==> config.mk <==
export PLATFORM = sky130hd
export DESIGN_NAME = pulse_symbol_rx
export DESIGN_NICKNAME = d
export VERILOG_FILES = /design/src/rtl/psr_pkg.sv /design/src/rtl/psr_sync.sv /design/src/rtl/psr_ctrl.sv /design/src/rtl/psr_dpath.sv /design/src/rtl/pulse_symbol_rx.sv
export SDC_FILE = /design/constraint.sdc
export NUM_CORES = 1
export LEC_CHECK = 0
export CAP_MARGIN = 25
export CORE_ASPECT_RATIO = 0.9
export CORE_MARGIN = 10
export CORE_UTILIZATION = 40
export DETAILED_ROUTE_END_ITERATION = 8
export PLACE_DENSITY = 0.67
export SLEW_MARGIN = 20
export SYNTH_ARGS = -nofsm -noshare
export SYNTH_HDL_FRONTEND = slang
export SYNTH_SLANG_ARGS = --single-unit
==> constraint.sdc <==
create_clock -name clk -period 2.3 [get_ports clk]
set_input_delay 0.46 -clock clk [delete_from_list [all_inputs] [get_ports clk]]
set_output_delay 0.46 -clock clk [all_outputs]
set_load 0.01 [all_outputs]
==> src/rtl/psr_pkg.sv <==
`timescale 1ns/1ps
package psr_pkg;
  typedef enum logic [2:0] {
    SYM_ZERO    = 3'd0,
    SYM_ONE     = 3'd1,
    SYM_GLITCH  = 3'd2,
    SYM_BREAK   = 3'd3,
    SYM_BUSERR  = 3'd4,
    SYM_TIMEOUT = 3'd5
  } symCode_e;

  typedef struct packed {
    logic take;    // a data bit is ready
    logic bitVal;  // its value
    logic abort;   // non-data symbol: drop partial byte
    logic clear;   // receiver closed
  } rxStrobe_t;
endpackage

==> src/rtl/psr_sync.sv <==
`timescale 1ns/1ps
module psr_sync #(
  parameter int STAGES = 2
) (
  input  logic clk,
  input  logic rstN,
  input  logic d,
  output logic q
);
  logic [STAGES-1:0] pipe;

  generate
    if (STAGES == 1) begin : g_one
      always_ff @(posedge clk or negedge rstN)
        if (!rstN) pipe <= '1;
        else       pipe <= d;
    end else begin : g_many
      always_ff @(posedge clk or negedge rstN)
        if (!rstN) pipe <= '1;
        else       pipe <= {pipe[STAGES-2:0], d};
    end
  endgenerate

  assign q = pipe[STAGES-1];
endmodule

==> src/rtl/psr_ctrl.sv <==
`timescale 1ns/1ps
module psr_ctrl
  import psr_pkg::*;
#(
  parameter int TMO_W      = 16,
  parameter int GLITCH_CYC = 4,
  parameter int ONE_CYC    = 16,
  parameter int ZERO_CYC   = 32,
  parameter int BREAK_CYC  = 64
) (
  input  logic             clk,
  input  logic             rstN,
  input  logic             enable,
  input  logic             busSync,
  input  logic [TMO_W-1:0] timeoutLimit,
  output logic             symValid,
  output symCode_e         symCode,
  output rxStrobe_t        strb
);
  localparam int MW = $clog2(BREAK_CYC + 1);
  localparam int CW = (TMO_W > MW) ? TMO_W : MW;

  typedef enum logic [1:0] {ST_IDLE, ST_WAIT, ST_MEAS} state_e;

  state_e   state, stNext;
  logic [CW-1:0] cnt, cntNext;
  logic     prevSync, fall, emit;
  symCode_e emitCode;
  logic     takeQ, bitQ, abortQ;

  assign fall = prevSync & ~busSync;

  always_comb begin
    emit     = 1'b0;
    emitCode = SYM_ZERO;
    stNext   = state;
    cntNext  = cnt;
    if (!enable) begin
      stNext  = ST_IDLE;
      cntNext = '0;
    end else begin
      unique case (state)
        ST_IDLE: begin
          stNext  = ST_WAIT;
          cntNext = '0;
        end
        ST_WAIT: begin
          if (fall) begin
            stNext  = ST_MEAS;
            cntNext = CW'(1);
          end else if (cnt >= CW'(timeoutLimit)) begin
            emit     = 1'b1;
            emitCode = SYM_TIMEOUT;
            cntNext  = '0;
          end else begin
            cntNext = cnt + 1'b1;
          end
        end
        ST_MEAS: begin
          cntNext = cnt + 1'b1;
          if (cnt == CW'(GLITCH_CYC) && busSync) begin
            emit = 1'b1; emitCode = SYM_GLITCH;
          end else if (cnt == CW'(ONE_CYC) && busSync) begin
            emit = 1'b1; emitCode = SYM_ONE;
          end else if (cnt == CW'(ZERO_CYC) && busSync) begin
            emit = 1'b1; emitCode = SYM_ZERO;
          end else if (cnt == CW'(BREAK_CYC)) begin
            emit = 1'b1; emitCode = busSync ? SYM_BREAK : SYM_BUSERR;
          end
          if (emit) begin
            stNext  = ST_WAIT;
            cntNext = '0;
          end
        end
        default: begin
          stNext  = ST_IDLE;
          cntNext = '0;
        end
      endcase
    end
  end

  always_ff @(posedge clk or negedge rstN) begin
    if (!rstN) begin
      state    <= ST_IDLE;
      cnt      <= '0;
      prevSync <= 1'b1;
      symValid <= 1'b0;
      symCode  <= SYM_ZERO;
      takeQ    <= 1'b0;
      bitQ     <= 1'b0;
      abortQ   <= 1'b0;
    end else begin
      state    <= stNext;
      cnt      <= cntNext;
      prevSync <= busSync;
      symValid <= emit;
      if (emit) symCode <= emitCode;
      takeQ    <= emit && (emitCode == SYM_ZERO || emitCode == SYM_ONE);
      bitQ     <= emit && (emitCode == SYM_ONE);
      abortQ   <= emit && !(emitCode == SYM_ZERO || emitCode == SYM_ONE);
    end
  end

  assign strb = '{take: takeQ, bitVal: bitQ, abort: abortQ, clear: (state == ST_IDLE)};

  // a closed window never produces a symbol
  a_r1_disabled_quiet: assert property (@(posedge clk) disable iff (!rstN)
    !enable |=> !symValid);
  // timeout is only reported from the edge-wait phase
  a_r2_timeout_from_wait: assert property (@(posedge clk) disable iff (!rstN)
    (symValid && symCode == SYM_TIMEOUT) |-> $past(state) == ST_WAIT);
  // glitch decided at the first sampling offset with the line high
  a_r3_glitch_offset: assert property (@(posedge clk) disable iff (!rstN)
    (symValid && symCode == SYM_GLITCH) |-> ($past(cnt) == CW'(GLITCH_CYC) && $past(busSync)));
  // a one is decided at the second offset with the line high
  a_r4_one_offset: assert property (@(posedge clk) disable iff (!rstN)
    (symValid && symCode == SYM_ONE) |-> ($past(cnt) == CW'(ONE_CYC) && $past(busSync)));
  // a measurement never runs past the last offset
  a_r7_meas_window: assert property (@(posedge clk) disable iff (!rstN)
    (state == ST_MEAS) |-> (cnt != '0 && cnt <= CW'(BREAK_CYC)));
endmodule

==> src/rtl/psr_dpath.sv <==
`timescale 1ns/1ps
module psr_dpath
  import psr_pkg::*;
#(
  parameter int DATA_W = 8
) (
  input  logic              clk,
  input  logic              rstN,
  input  rxStrobe_t         strb,
  output logic [DATA_W-1:0] rxByte,
  output logic              byteValid,
  output logic              byteErr
);
  localparam int BCW = (DATA_W > 1) ? $clog2(DATA_W) : 1;

  logic [DATA_W-1:0] shreg, shNext;
  logic [BCW-1:0]    bitCnt;

  assign shNext = {strb.bitVal, shreg[DATA_W-1:1]};

  always_ff @(posedge clk or negedge rstN) begin
    if (!rstN) begin
      shreg     <= '0;
      bitCnt    <= '0;
      rxByte    <= '0;
      byteValid <= 1'b0;
      byteErr   <= 1'b0;
    end else begin
      byteValid <= 1'b0;
      byteErr   <= 1'b0;
      if (strb.clear) begin
        bitCnt <= '0;
      end else begin
        if (strb.take) begin
          shreg <= shNext;
          if (bitCnt == BCW'(DATA_W - 1)) begin
            rxByte    <= shNext;
            byteValid <= 1'b1;
            bitCnt    <= '0;
          end else begin
            bitCnt <= bitCnt + 1'b1;
          end
        end
        if (strb.abort) begin
          bitCnt  <= '0;
          byteErr <= 1'b1;
        end
      end
    end
  end

  // a completed byte always follows an accepted data bit
  a_r8_byte_needs_bit: assert property (@(posedge clk) disable iff (!rstN)
    byteValid |-> $past(strb.take));
  // a non-data symbol flags an error and restarts the byte
  a_r9_abort_restarts: assert property (@(posedge clk) disable iff (!rstN)
    strb.abort |=> (byteErr && bitCnt == '0));
  // a closed window empties the partial byte
  a_r10_clear_empties: assert property (@(posedge clk) disable iff (!rstN)
    strb.clear |=> (bitCnt == '0 && !byteValid));
endmodule

==> src/rtl/pulse_symbol_rx.sv <==
`timescale 1ns/1ps
module pulse_symbol_rx
  import psr_pkg::*;
#(
  parameter int DATA_W      = 8,
  parameter int TMO_W       = 16,
  parameter int SYNC_STAGES = 2,
  parameter int GLITCH_CYC  = 4,
  parameter int ONE_CYC     = 16,
  parameter int ZERO_CYC    = 32,
  parameter int BREAK_CYC   = 64
) (
  input  logic              clk,
  input  logic              rstN,
  input  logic              enable,
  input  logic              busIn,
  input  logic [TMO_W-1:0]  timeoutLimit,
  output logic [DATA_W-1:0] rxByte,
  output logic              byteValid,
  output logic              byteErr,
  output logic              symValid,
  output logic [2:0]        symCode
);
  logic      busSync;
  symCode_e  codeE;
  rxStrobe_t strb;

  psr_sync #(.STAGES(SYNC_STAGES)) u_sync (
    .clk(clk), .rstN(rstN), .d(busIn), .q(busSync)
  );

  psr_ctrl #(
    .TMO_W(TMO_W), .GLITCH_CYC(GLITCH_CYC), .ONE_CYC(ONE_CYC),
    .ZERO_CYC(ZERO_CYC), .BREAK_CYC(BREAK_CYC)
  ) u_ctrl (
    .clk(clk), .rstN(rstN), .enable(enable), .busSync(busSync),
    .timeoutLimit(timeoutLimit), .symValid(symValid), .symCode(codeE), .strb(strb)
  );

  psr_dpath #(.DATA_W(DATA_W)) u_dpath (
    .clk(clk), .rstN(rstN), .strb(strb),
    .rxByte(rxByte), .byteValid(byteValid), .byteErr(byteErr)
  );

  assign symCode = codeE;
endmodule

---- Yosys cells after proc, flatten, opt, wreduce, memory -nomap -nowiden ----
Index checks and enable logic that the tools add are counted.
word-level totals
  output and inout port bits .............. 14
  word-level logic and storage cells ...... 81
  input port bits ......................... 20
  register bits after elaboration ......... 49
cells by class
  add/sub/neg operators ................... 2
  reduce and logical (&&, ||, !) cells .... 14
  eq/ne operators ......................... 10
  magnitude comparators ................... 1
  bitwise gates (word level) .............. 3
  multiplexer cells ....................... 37
operators with widths
  operator                                                                  count
  16-bit two-way mux                                                        4
  3-bit two-way mux                                                         12
  16-bit case mux with 2 select lines                                       1
  16-bit by 1-bit adder with 16-bit output (second input constant)          1
  16-bit by 3-bit equality test with 1-bit output (second input constant)   1
  16-bit by 5-bit equality test with 1-bit output (second input constant)   1
  16-bit by 6-bit equality test with 1-bit output (second input constant)   1
  16-bit by 7-bit equality test with 1-bit output (second input constant)   1
  16-bit greater-or-equal comparator                                        1
  1-bit two-way mux                                                         14
  1-bit logical AND                                                         6
  2-bit two-way mux                                                         3
  3-bit by 2-bit inequality test with 1-bit output (second input constant)  2
  2-bit case mux with 3 select lines                                        1
  3-bit case mux with 2 select lines                                        1
  2-bit AND reduction                                                       2
  3-bit by 1-bit adder with 3-bit output (second input constant)            1
  3-bit by 1-bit equality test with 1-bit output (second input constant)    1
  3-bit equality test (second input constant)                               1
  3-bit logical NOT                                                         1
  3-bit AND reduction                                                       1
  3-bit nonzero test                                                        1
  2-bit by 1-bit equality test with 1-bit output (second input constant)    1
  2-bit equality test (second input constant)                               1
  6 further kinds                                                           7

---- Longest topological paths before layout ----
Gate-level depths: netlist of the first run.
  depth in word-level cells ............... 11
  gate-level depth with buffers ........... 9
  gate-level depth less buffers ........... 8

---- Cells and area by module ----
Synthesis of the first run repeated with hierarchy kept, for this count alone.
second synthesis, totals
  cells, all modules ...................... 253
  area, all modules ....................... 2821.5 um2
modules (own cells, without submodules)
  module     seq. area each (um2)  area an instance (um2)  cells each  times used
  psr_ctrl   651.9                 1958.1                  201         1
  psr_dpath  500.5                 810.8                   50          1
  psr_sync   52.6                  52.6                    2           1

---- Worst setup path before layout of the first run ----
OpenSTA, ideal clock, no wires.
  path kind ............................... reg-to-reg
  from .................................... register u_ctrl.cnt[0]
  to ...................................... register u_ctrl.cnt[0]
  arrival ................................. 2.057 ns
  setup slack ............................. 0.161 ns
  data required time ...................... 2.218 ns
  stages on the path, launching flop included .. 9
  cells stage by stage .................... dfrtp_1 inv_1 ha_1 nand2b_4 a2111oi_4 a2111oi_1 a211o_1 or3b_1 a31oi_1
between the ends
  cells in the longest elaborated chain, start to end .. 10
  elaborated cells between the ends (all ways) .. 20
RTL lines
  what                                                                                                                line                            text
  start: declaration                                                                                                  psr_ctrl.sv:26                  logic [CW-1:0] cnt, cntNext;
  start signal: assignment                                                                                            psr_ctrl.sv:95                  cnt <= cntNext;
  16-bit by 7-bit equality test with 1-bit output or 16-bit by 6-bit equality test with 1-bit output (tied branches)  psr_ctrl.sv:67, psr_ctrl.sv:65
  1-bit two-way mux or 1-bit logical AND (tied branches)                                                              psr_ctrl.sv:67, psr_ctrl.sv:65
  1-bit two-way mux                                                                                                   psr_ctrl.sv:65                  end else if (cnt == CW'(ZERO_CYC) && busSync) begin
  1-bit two-way mux                                                                                                   psr_ctrl.sv:63                  end else if (cnt == CW'(ONE_CYC) && busSync) begin
  1-bit two-way mux                                                                                                   psr_ctrl.sv:61                  if (cnt == CW'(GLITCH_CYC) && busSync) begin
  1-bit two-way mux                                                                                                   psr_ctrl.sv:42                  unique case (state)
  1-bit two-way mux                                                                                                   psr_ctrl.sv:38                  if (!enable) begin
  16-bit two-way mux                                                                                                  psr_ctrl.sv:70                  if (emit) begin
  16-bit case mux with 2 select lines *                                                                               psr_ctrl.sv:42
  16-bit two-way mux *                                                                                                psr_ctrl.sv:38
  named net u_ctrl.cntNext[0]                                                                                         psr_ctrl.sv:26
The timed path passes the listed nets; every way through them passes the cells marked *. The select of a mux whose other input is x is not followed.
A chain may end at the register's enable or synchronous reset.

---- Final worst setup path of the first run ----
  from .................................... input timeoutLimit[8]
  to ...................................... register u_ctrl.abortQ
between the ends
  cells in the longest elaborated chain, start to end .. 9
  elaborated cells between the ends (all ways) .. 14
RTL lines
  what                                                                                 line                   text
  start: declaration                                                                   pulse_symbol_rx.sv:17  input logic [TMO_W-1:0] timeoutLimit,
  16-bit greater-or-equal comparator *                                                 psr_ctrl.sv:51         end else if (cnt >= CW'(timeoutLimit)) begin
  3-bit two-way mux                                                                    psr_ctrl.sv:51
  3-bit two-way mux                                                                    psr_ctrl.sv:48         if (fall) begin
  3-bit case mux with 2 select lines                                                   psr_ctrl.sv:42
  3-bit two-way mux                                                                    psr_ctrl.sv:38
  3-bit by 1-bit equality test with 1-bit output or 3-bit logical NOT (tied branches)  psr_ctrl.sv:101        abortQ <= emit && !(emitCode == SYM_ZERO || emitCode == SYM_ONE);
  1-bit logical OR                                                                     psr_ctrl.sv:101
  1-bit logical NOT                                                                    psr_ctrl.sv:101
  1-bit logical AND *                                                                  psr_ctrl.sv:101
  end signal: assignment                                                               psr_ctrl.sv:101
  end: declaration                                                                     psr_ctrl.sv:29         logic takeQ, bitQ, abortQ;
Mark *: on every way between the ends. The rest lies on a longest branch, timed or not.

==> results.yml, run 1 <==
outcome:
  status: "complete, but fails checks"
  violations: "negative setup slack"
cells_and_area:
  drive_gt1_share_pct: 22.3
  fin_nets: 361
  fin_util_pct: 53.8
  area_growth_pct: 32.2
  design_area_um2: 3510
  antenna_cells: 0
power_and_ir_drop:
  p_comb_share_pct: 23.6
  total_power_uw: 1800
  ir_drop_uv: 245
  power_density_nw_per_um2: 515
  power_frac_seq_pct: 49.3
  power.switching_uw: 528
  p_clk_share_pct: 27.2
  internal-power_uw: 1280
  leakagePower_uw: 0.00166
  swShare_pct: 29.3
timing:
  fin_crit_sh_pct: 100
  clock.fmax_mhz: 435
  rsz0062_at_grt: "true"
  relSlewSlack_pct: 59.3
  period_minus_slack_ns: 2.30
  final-setup-viol-count: 1
  finalHoldViolations: 0
  fin_worst_skew_ns: 0.00752
  drv_slew: 0
  worst_pin_slew_ns: 0.611
  timing.hold.ws_ns: 0.156
  fin_ws_ns: -0.000977
cts:
  clk_transition_reported_paths_ns: 0.08
  clockBufferDepth: 2
  cts_tree: "built"
  cts_buffers: 5
  ctsHoldBuffers: 0
  cts.sinks: 48
  htree_levels: 2
  clock-root-buffer: "clkbuf_8"
  clk_latency_ns: 0.31
place:
  post_dp_cell_area_um2: 3150
  gp_congestion: 0.857
  io_buffers: 33
  dp_hpwl_mm: 4.34
yosys:
  syn_inst: 266
  syn_avg_cell_area_um2: 9.97
  async_reset_ff_share_pct: 100
  ys_seq_elements: 48
  synth_cell_types: 45
  yosysWarnings: 0
  ys.flop_type: "dfrtp_1"
  synth.yosys.seq_area_share_pct: 45.4
  synth_edf_count: 0
  syn_area_um2: 2650
  synth_nets: 310
global_routing:
  antenna_found_initial: 0
  grt_max_degree: 29
  grt_pass1_wl_mm: 9.98
  grt_usage_pct: 11.5
  grt_pass1_vias: 2051
  overflow: 0
critical_path:
  path_class: "input pin to flip-flop"
  path_depth: 11
  endpoint: "u_ctrl.abortQ"
  cp.required_ns: 2.50
  slowest_stage: "clkdlybuf4s50_1"
  crit_fanout: 3
  critPathBufInv: 4
  reg2reg_from: "u_ctrl.cnt[0]"
  worst_setup_path_start_kind: "input pin"
  crit_start: "timeoutLimit[8]"
  worst_setup_path_end_kind: "flip-flop"
  worst_r2r_path_depth: 10
  crit_chain: "clkdlybuf4s50_1 -> inv_2 -> ha_4 -> and4_4 -> nand2_4 -> o221ai_2 -> a211o_1 -> buf_6 -> buf_6 -> a21o_1 -> nor2b_1"
  reg2reg_setup_slack_ns: 0.03
  rr_endpoint: "u_ctrl.abortQ"
  max_stage_delay_ns: 0.47
  cp_top_family: "buffers and inverters"
  crit_path_frequent_cell: "buf_6"
  arrival_ns: 2.50
die:
  dieArea_um2: 10300
  rows: 28
  fp.dieW_um: 106
  io_pins: 34
  core_um2: 6520
  start_util_pct: 40.7
  die_h_um: 97.2
route:
  drt_iter0_drc: 99
  wl_mm: 6.07
  routedWlPerCell_um: 14.9
  vias: 2065
  via_per_inst: 5.06
  ant_nets: 0
  drc: 0
  dr.pass1.iters: 4
min_path:
  hold_path_class: "input pin to asynchronous set/reset pin"
run:
  max-cap-violations: 0
## worst min-delay path by stage
stage / start / cells past startpoint / endpoint / slack (ns)
4_1_cts: rstN / 1 / u_dpath.shreg[2] / 0.17
2_1_floorplan: rstN / 0 / u_ctrl.abortQ / 0.16
5_1_grt: rstN / 1 / u_dpath.shreg[2] / 0.20
3_5_place_dp: u_sync.pipe[0] / 0 / u_sync.pipe[1] / 0.35
6_report: rstN / 1 / u_dpath.shreg[1] / 0.16
3_3_place_gp: u_sync.pipe[0] / 0 / u_sync.pipe[1] / 0.35
## what timing repair did
| item | in CTS | in global routing |
|---|---|---|
| gates resized for setup | 17 | 31 |
| buffers inserted | 1 | 4 |
| setup endpoints to repair | 23 | 25 |
| pin swaps | 21 | 18 |
## registers in the layout, summed over array words and instances, names as in the netlist
register and count:
u_dpath.byteErr 1, u_ctrl.takeQ 1, u_sync.pipe 2, u_ctrl.prevSync 1, u_ctrl.abortQ 1, u_ctrl.state 2
u_dpath.bitCnt 3, u_dpath.rxByte 8, u_ctrl.symValid 1, u_ctrl.bitQ 1, u_dpath.byteValid 1, u_ctrl.cnt 16
u_ctrl.symCode 3, u_dpath.shreg 7
## synth_stat cells (all sizes together), types with 4 or more instances
master,n,share of area (%)
xor2,10,3.3
nor2b,5,1.2
nand4,8,1.9
nor3,5,0.94
mux2i,5,1.9
ha,24,11
inv,22,3.1
mux2,7,3.0
a21oi,5,1.1
dfrtp,45,42
nand3,12,2.3
o21ai,4,0.76
xnor2,6,2.0
nor2,24,3.4
nand2,37,5.2
clkbuf,5,0.71
## kinds of logic after synthesis
kind of cell	count (synthesis)	synth area share, %
compound gates	24	7.46
xor+xnor	16	5.29
fa+ha+maj	24	11.3
buf+inv	31	4.77
flops	48	45.4
mux	12	4.86
simple gates	111	20.9
## power by group through the flow
stage / Sequential (µW) / Combinational [µW] / Clock, µW
2_1_floorplan: 903 / 244 / 0
3_3_place_gp: 904 / 367 / 0
3_5_place_dp: 905 / 373 / 0
4_1_cts: 888 / 388 / 510
5_1_grt: 893 / 475 / 542
6_report: 889 / 425 / 490
## through the flow
stage / instances / setup TNS, ns / setup WS, ns
after global placement: 395 / -7.52 / -0.374
after global routing: 408 / -0.196 / -0.0562
after CTS: 404 / -0.00693 / -0.00370
after floorplan: 266 / 0 / 0.161
after detailed placement: 395 / -10.27 / -0.528
final: 408 / -0.000977 / -0.000977
## per-layer routing
layer	wire [µm]	share of wire, %	track usage [%]
met1	2700	44	15.0
met2	3120	51	18.6
met3	169	2.8	2.72
met4	83	1.4	3.02
met5	0	0	0
## area by class of cell
| type | count | area, µm² |
|---|---|---|
| sequential | 48 | 1210 |
| timing repair buffer | 52 | 494 |
| clock buffer | 6 | 72.6 |
| multi-input combinational | 187 | 1520 |
| inverter | 23 | 86.3 |
| tap | 90 | 113 |
| fill | 600 | 3010 |
| clock inverter | 2 | 12.5 |
## cell usage in the layout, fill, tap and decap left out, drive strengths merged, types with 4 or more instances in the layout
cell | synthesis | final
nand4 | 8 | 8
mux2 | 7 | 7
clkbuf | 5 | 6
xnor2 | 6 | 6
a21oi | 5 | 5
dfrtp | 45 | 45
ha | 24 | 24
nor2 | 24 | 24
nor2b | 5 | 5
o21ai | 4 | 4
buf | 3 | 20
nand2 | 37 | 37
dlymetal6s2s | 0 | 8
clkdlybuf4s50 | 0 | 23
inv | 22 | 22
mux2i | 5 | 5
nand3 | 12 | 12
nor3 | 5 | 5
xor2 | 10 | 10
No activity file was read; power rests on OpenSTA's default activity.
==> inputs of run 2 (changes only) <==
==> constraint.sdc (replaced) <==
create_clock -name clk -period 2.9 [get_ports clk]
set_input_delay 0.58 -clock clk [delete_from_list [all_inputs] [get_ports clk]]
set_output_delay 0.58 -clock clk [all_outputs]
set_load 0.01 [all_outputs]
==> results.yml, run 2 (synthesis results as in run 1) <==
route:
  wl_mm: 5.17
  dr.pass1.iters: 4
  drc: 0
  vias: 1922
  drt_iter0_drc: 65
  ant_nets: 0
  routedWlPerCell_um: 13.2
  via_per_inst: 4.92
outcome:
  status: "finished clean"
critical_path:
  crit_start: "timeoutLimit[5]"
  worst_setup_path_end_kind: "flip-flop"
  crit_fanout: 5
  crit_chain: "clkdlybuf4s50_1 -> inv_1 -> ha_1 -> a21o_1 -> a21oi_1 -> o221ai_1 -> a211o_1 -> or3b_1 -> a31oi_1"
  slowest_stage: "clkdlybuf4s50_1"
  max_stage_delay_ns: 0.45
  worst_setup_path_start_kind: "input pin"
  path_class: "input pin to flip-flop"
  cp.required_ns: 3.12
  reg2reg_from: "u_ctrl.cnt[0]"
  arrival_ns: 2.77
die:
  rows: 28
  fp.dieW_um: 106
  start_util_pct: 40.7
  core_um2: 6520
  io_pins: 34
  dieArea_um2: 10300
  die_h_um: 97.2
cts:
  post_cts_buffers: 0
  clock-root-buffer: "clkbuf_8"
  cts_buffers: 5
  cts_resized: 0
  cts_tree: "built"
  clk_latency_ns: 0.30
  clockBufferDepth: 2
  clk_transition_reported_paths_ns: 0.09
  ctsHoldBuffers: 0
  cts.sinks: 48
  htree_levels: 2
timing:
  final-setup-viol-count: 0
  fin_crit_sh_pct: 88.0
  rsz0062_at_grt: "false"
  drv_slew: 0
  fin_worst_skew_ns: 0.00737
  worst_pin_slew_ns: 0.550
  fin_ws_ns: 0.348
  clock.fmax_mhz: 392
  period_minus_slack_ns: 2.55
  totalNegativeSetupSlack_ns: 0
  relSlewSlack_pct: 63.0
  finalHoldViolations: 0
  timing.hold.ws_ns: 0.257
min_path:
  hold_path_class: "input pin to asynchronous set/reset pin"
cells_and_area:
  layout_commonest_cell: "dfrtp_1"
  reg.largest.list: "u_ctrl.cnt (16), u_dpath.rxByte (8), u_dpath.shreg (7)"
  regMostFlops: "u_ctrl.cnt"
  final_cell_mix: "dfrtp_1, nand2_1, clkdlybuf4s50_1"
  antenna_cells: 0
  drive_gt1_share_pct: 8.31
  area_growth_pct: 19.1
  fin_util_pct: 48.4
  largest_register_ffs: 16
  fin_nets: 344
  final.fill_count: 649
global_routing:
  overflow: 0
  grt_max_degree: 26
  grt_pass1_wl_mm: 9.29
  grt_pass1_vias: 1970
  antenna_found_initial: 0
  grt_usage_pct: 10.5
run:
  max-cap-violations: 0
place:
  io_buffers: 33
  dp_hpwl_mm: 4.11
  gp_congestion: 0.824
  dp_slack_ns: 0.00749
power_and_ir_drop:
  leakagePower_uw: 0.00151
  ir_drop_uv: 197
  power_density_nw_per_um2: 437
==> run 2: cell types whose count changed in the layout (fill, tap and decap cells not counted), moves of 8 or more <==
cell	before	now
inv_2	8	0
ha_4	10	0
buf_4	17	2
clkdlybuf4s50_1	23	32
ha_1	13	24
dlymetal6s2s_1	8	0
inv_1	14	22
==> run 2: path summary, 6_finish.rpt <==
path	depth (start not counted)	slack, ns	endpoint
worst max-delay path	9	0.35	u_ctrl.cnt[0]
worst min-delay path	1	0.26	u_dpath.shreg[2]
worst max register to register	8	0.53	u_ctrl.cnt[0]
worst min register to register	0	0.36	u_sync.pipe[1]
max in group asynchronous	2	1.97	u_sync.pipe[1]
min in group clk	0	0.36	u_sync.pipe[1]
==> run 2: metal layers <==
layer | share of wire (%) | track usage, %
met5 | 0 | 0
met2 | 48 | 17.2
met1 | 48 | 13.8
met3 | 3.4 | 2.32
met4 | 0.81 | 2.39
==> run 2: where the power goes <==
part           switching [µW]  leakage, µW  internal, µW
registers                20.7     0.000659           688
logic                     149     0.000798           120
clock network             211    0.0000510           190
==> run 2: metrics by stage <==
step	instances	area [µm²]	power, µW
after floorplan	266	2650	910
after global placement	383	3060	990
after detailed placement	383	3060	993
after CTS	391	3160	1400
after global routing	391	3160	1460
final	391	3160	1380
==> run 2: cell type report <==
cell class | count | area [µm²] | share of cell area [%]
Sequential cell | 48 | 1200 | 38.2
Clock inverter | 2 | 10.0 | 0.317
Timing Repair Buffer | 35 | 340 | 10.8
Clock buffer | 6 | 82.6 | 2.62
Inverter | 23 | 86.3 | 2.73
Tap cell | 90 | 113 | 3.57
Multi-Input combinational cell | 187 | 1320 | 41.8
==> run 2: worst max-delay path, delay by kind of cell <==
kind                     cells  cell delay (ns)
adder cells (fa/ha/maj)      1             0.30
AO/OA/AOI/OAI                5             1.03
buffers and inverters        2             0.49
AND/OR/NAND/NOR              1             0.37
==> inputs of run 3 (changes only) <==
--- a/config.mk
+++ b/config.mk
@@ -5,12 +5,13 @@
 export SDC_FILE = /design/constraint.sdc
 export NUM_CORES = 1
 export LEC_CHECK = 0
+export ABC_AREA = 1
 export CAP_MARGIN = 25
 export CORE_ASPECT_RATIO = 0.9
 export CORE_MARGIN = 10
 export CORE_UTILIZATION = 40
 export DETAILED_ROUTE_END_ITERATION = 8
-export PLACE_DENSITY = 0.67
+export PLACE_DENSITY = 0.66
 export SLEW_MARGIN = 20
 export SYNTH_ARGS = -nofsm -noshare
 export SYNTH_HDL_FRONTEND = slang
==> results.yml, run 3 <==
min_path:
  hold_path_class: "input pin to asynchronous set/reset pin"
route:
  drc: 0
  ant_nets: 0
  drt_iter0_drc: 116
  dr.pass1.iters: 4
  wl_mm: 5.49
  routedWlPerCell_um: 11.6
  via_per_inst: 4.75
  vias: 2247
cts:
  cts_resized: 0
  post_cts_buffers: 0
  cts_buffers: 5
  cts_tree: "built"
  ctsHoldBuffers: 0
  cts.sinks: 48
  clockBufferDepth: 2
  clk_transition_reported_paths_ns: 0.09
  clk_latency_ns: 0.30
  htree_levels: 2
  clock-root-buffer: "clkbuf_8"
place:
  gp_congestion: 0.821
  dp_hpwl_mm: 4.37
  dp_cells: 465
  io_buffers: 33
timing:
  final-setup-viol-count: 0
  fin_worst_skew_ns: 0.00749
  clock.fmax_mhz: 440
  period_minus_slack_ns: 2.27
  fin_crit_sh_pct: 78.4
  relSlewSlack_pct: 64.3
  rsz0062_at_grt: "false"
  totalNegativeSetupSlack_ns: 0
  finalHoldViolations: 0
  worst_pin_slew_ns: 0.531
  drv_slew: 0
critical_path:
  worst_setup_path_end_kind: "flip-flop"
  slowest_stage: "clkdlybuf4s50_1"
  crit_chain: "clkdlybuf4s50_1 -> inv_1 -> ha_1 -> a21oi_1 -> o21ai_0 -> a21oi_1 -> nand3_1 -> nand2_2 -> nand2_4 -> nor3_1"
  arrival_ns: 2.49
  cp.required_ns: 3.11
  crit_path_frequent_cell: "a21oi_1"
  critPathBufInv: 2
  reg2reg_setup_slack_ns: 0.93
  cp_top_family: "simple AND/OR/NAND/NOR gates"
  worst_setup_path_start_kind: "input pin"
  path_class: "input pin to flip-flop"
  max_stage_delay_ns: 0.45
  crit_fanout: 14
global_routing:
  grt_pass1_vias: 2069
  grt_max_degree: 26
  antenna_found_initial: 0
  grt_usage_pct: 10.2
  grt_pass1_wl_mm: 9.31
  overflow: 0
die:
  dieArea_um2: 10800
  start_util_pct: 42.0
  fp.dieW_um: 109
  die_h_um: 99.7
  io_pins: 34
  core_um2: 6730
  rows: 28
cells_and_area:
  fin_nets: 426
  drive_gt1_share_pct: 11.2
  multi_input_area_um2: 1370
  stdcell_count: 473
  antenna_cells: 0
  layout_commonest_cell: "nand2_1"
  regArea_um2: 1200
  area_growth_pct: 18.7
  largest_register_ffs: 16
  regMostFlops: "u_ctrl.cnt"
  final_cell_mix: "nand2_1, inv_1, dfrtp_1"
  reg.largest.list: "u_ctrl.cnt (16), u_dpath.rxByte (8), u_dpath.shreg (7)"
  final.fill_count: 667
yosys:
  yosys.area.top_type: "dfrtp_1"
  yosysMostFrequentCell: "nand2_1"
  synth_edf_count: 0
  synth_cell_types: 26
  synth.top_cell.area_share_pct: 39.9
  syn_inst: 346
  synth.yosys.seq_area_share_pct: 42.7
  synth_area_leaders: "dfrtp_1, nand2_1, ha_1, inv_1, nand3_1"
  syn_avg_cell_area_um2: 8.16
  ys.flop_type: "dfrtp_1"
  yosysWarnings: 0
  ys_seq_elements: 48
  synth.cells.most_frequent: "nand2_1, inv_1, dfrtp_1, ha_1"
  synth_nets: 390
  syn_area_um2: 2820
  async_reset_ff_share_pct: 100
run:
  max-cap-violations: 0
power_and_ir_drop:
  ir_drop_uv: 232
  power_density_nw_per_um2: 415
  leakagePower_uw: 0.00167
outcome:
  status: "finished clean"
run 3: cell types whose count changed after synthesis, sizes merged, moves of 5 or more:
cell / change
nor3: +6
nor2: +15
nand2: +52
inv: +34
a21oi: +7
nor2b: -5
nand3: +12
o21ai: +13
mux2: -7
mux2i: -5
run 3: per-layer routing:
metal | wire length [µm] | track usage, % | up-vias
met4 | 31 | 1.82 | 0
met1 | 2560 | 13.2 | 1026
met3 | 382 | 3.35 | 4
met5 | 0 | 0 | -
li1 | - | - | 1172
met2 | 2520 | 16.5 | 45
run 3: layout make-up:
class / count / share of cell area [%]
Tap cell: 90 / 3.36
Timing Repair Buffer: 34 / 9.94
Sequential cell: 48 / 36.0
Multi-Input combinational cell: 237 / 41.0
Clock inverter: 3 / 1.38
Inverter: 56 / 6.28
Clock buffer: 5 / 2.05
run 3: power breakdown:
| part | switching [µW] | total, µW | internal, µW |
|---|---|---|---|
| clock network | 234 | 494 | 260 |
| logic | 131 | 205 | 74.7 |
| registers | 9.77 | 692 | 682 |
| total | 374 | 1390 | 1020 |
run 3: per-stage QoR:
step                      cell area, µm²  power (µW)  util (%)  worst slack, ns  hold WS, ns
final                               3350        1390      49.8            0.625        0.246
after global routing                3350        1470      49.8            0.450        0.282
after CTS                           3350        1420      49.8            0.599        0.262
after detailed placement            3230         914      48.1            0.286        0.350
after floorplan                     2820         845         -             1.07        0.284
after global placement              3230         907      48.1            0.410        0.347
run 3: logic make-up after synthesis:
group / after synthesis / share of synthesized area [%]
AOI/OAI and AO/OA: 31 / 5.90
adders and majority gates: 24 / 10.6
xor gates and xnor gates: 10 / 3.10
DFF: 48 / 42.7
and+or+nand+nor: 172 / 29.0
buffers and inverters: 61 / 8.64
run 3: final timing paths:
kind	cells past startpoint	endpoint	startpoint
worst max-delay path	10	u_ctrl.cnt[2]	timeoutLimit[11]
worst max register to register	8	u_ctrl.cnt[2]	u_ctrl.cnt[11]
worst min-delay path	1	u_dpath.shreg[4]	rstN
worst min register to register	0	u_sync.pipe[1]	u_sync.pipe[0]
min in group clk	0	u_sync.pipe[1]	u_sync.pipe[0]
max in group asynchronous	2	u_sync.pipe[1]	rstN
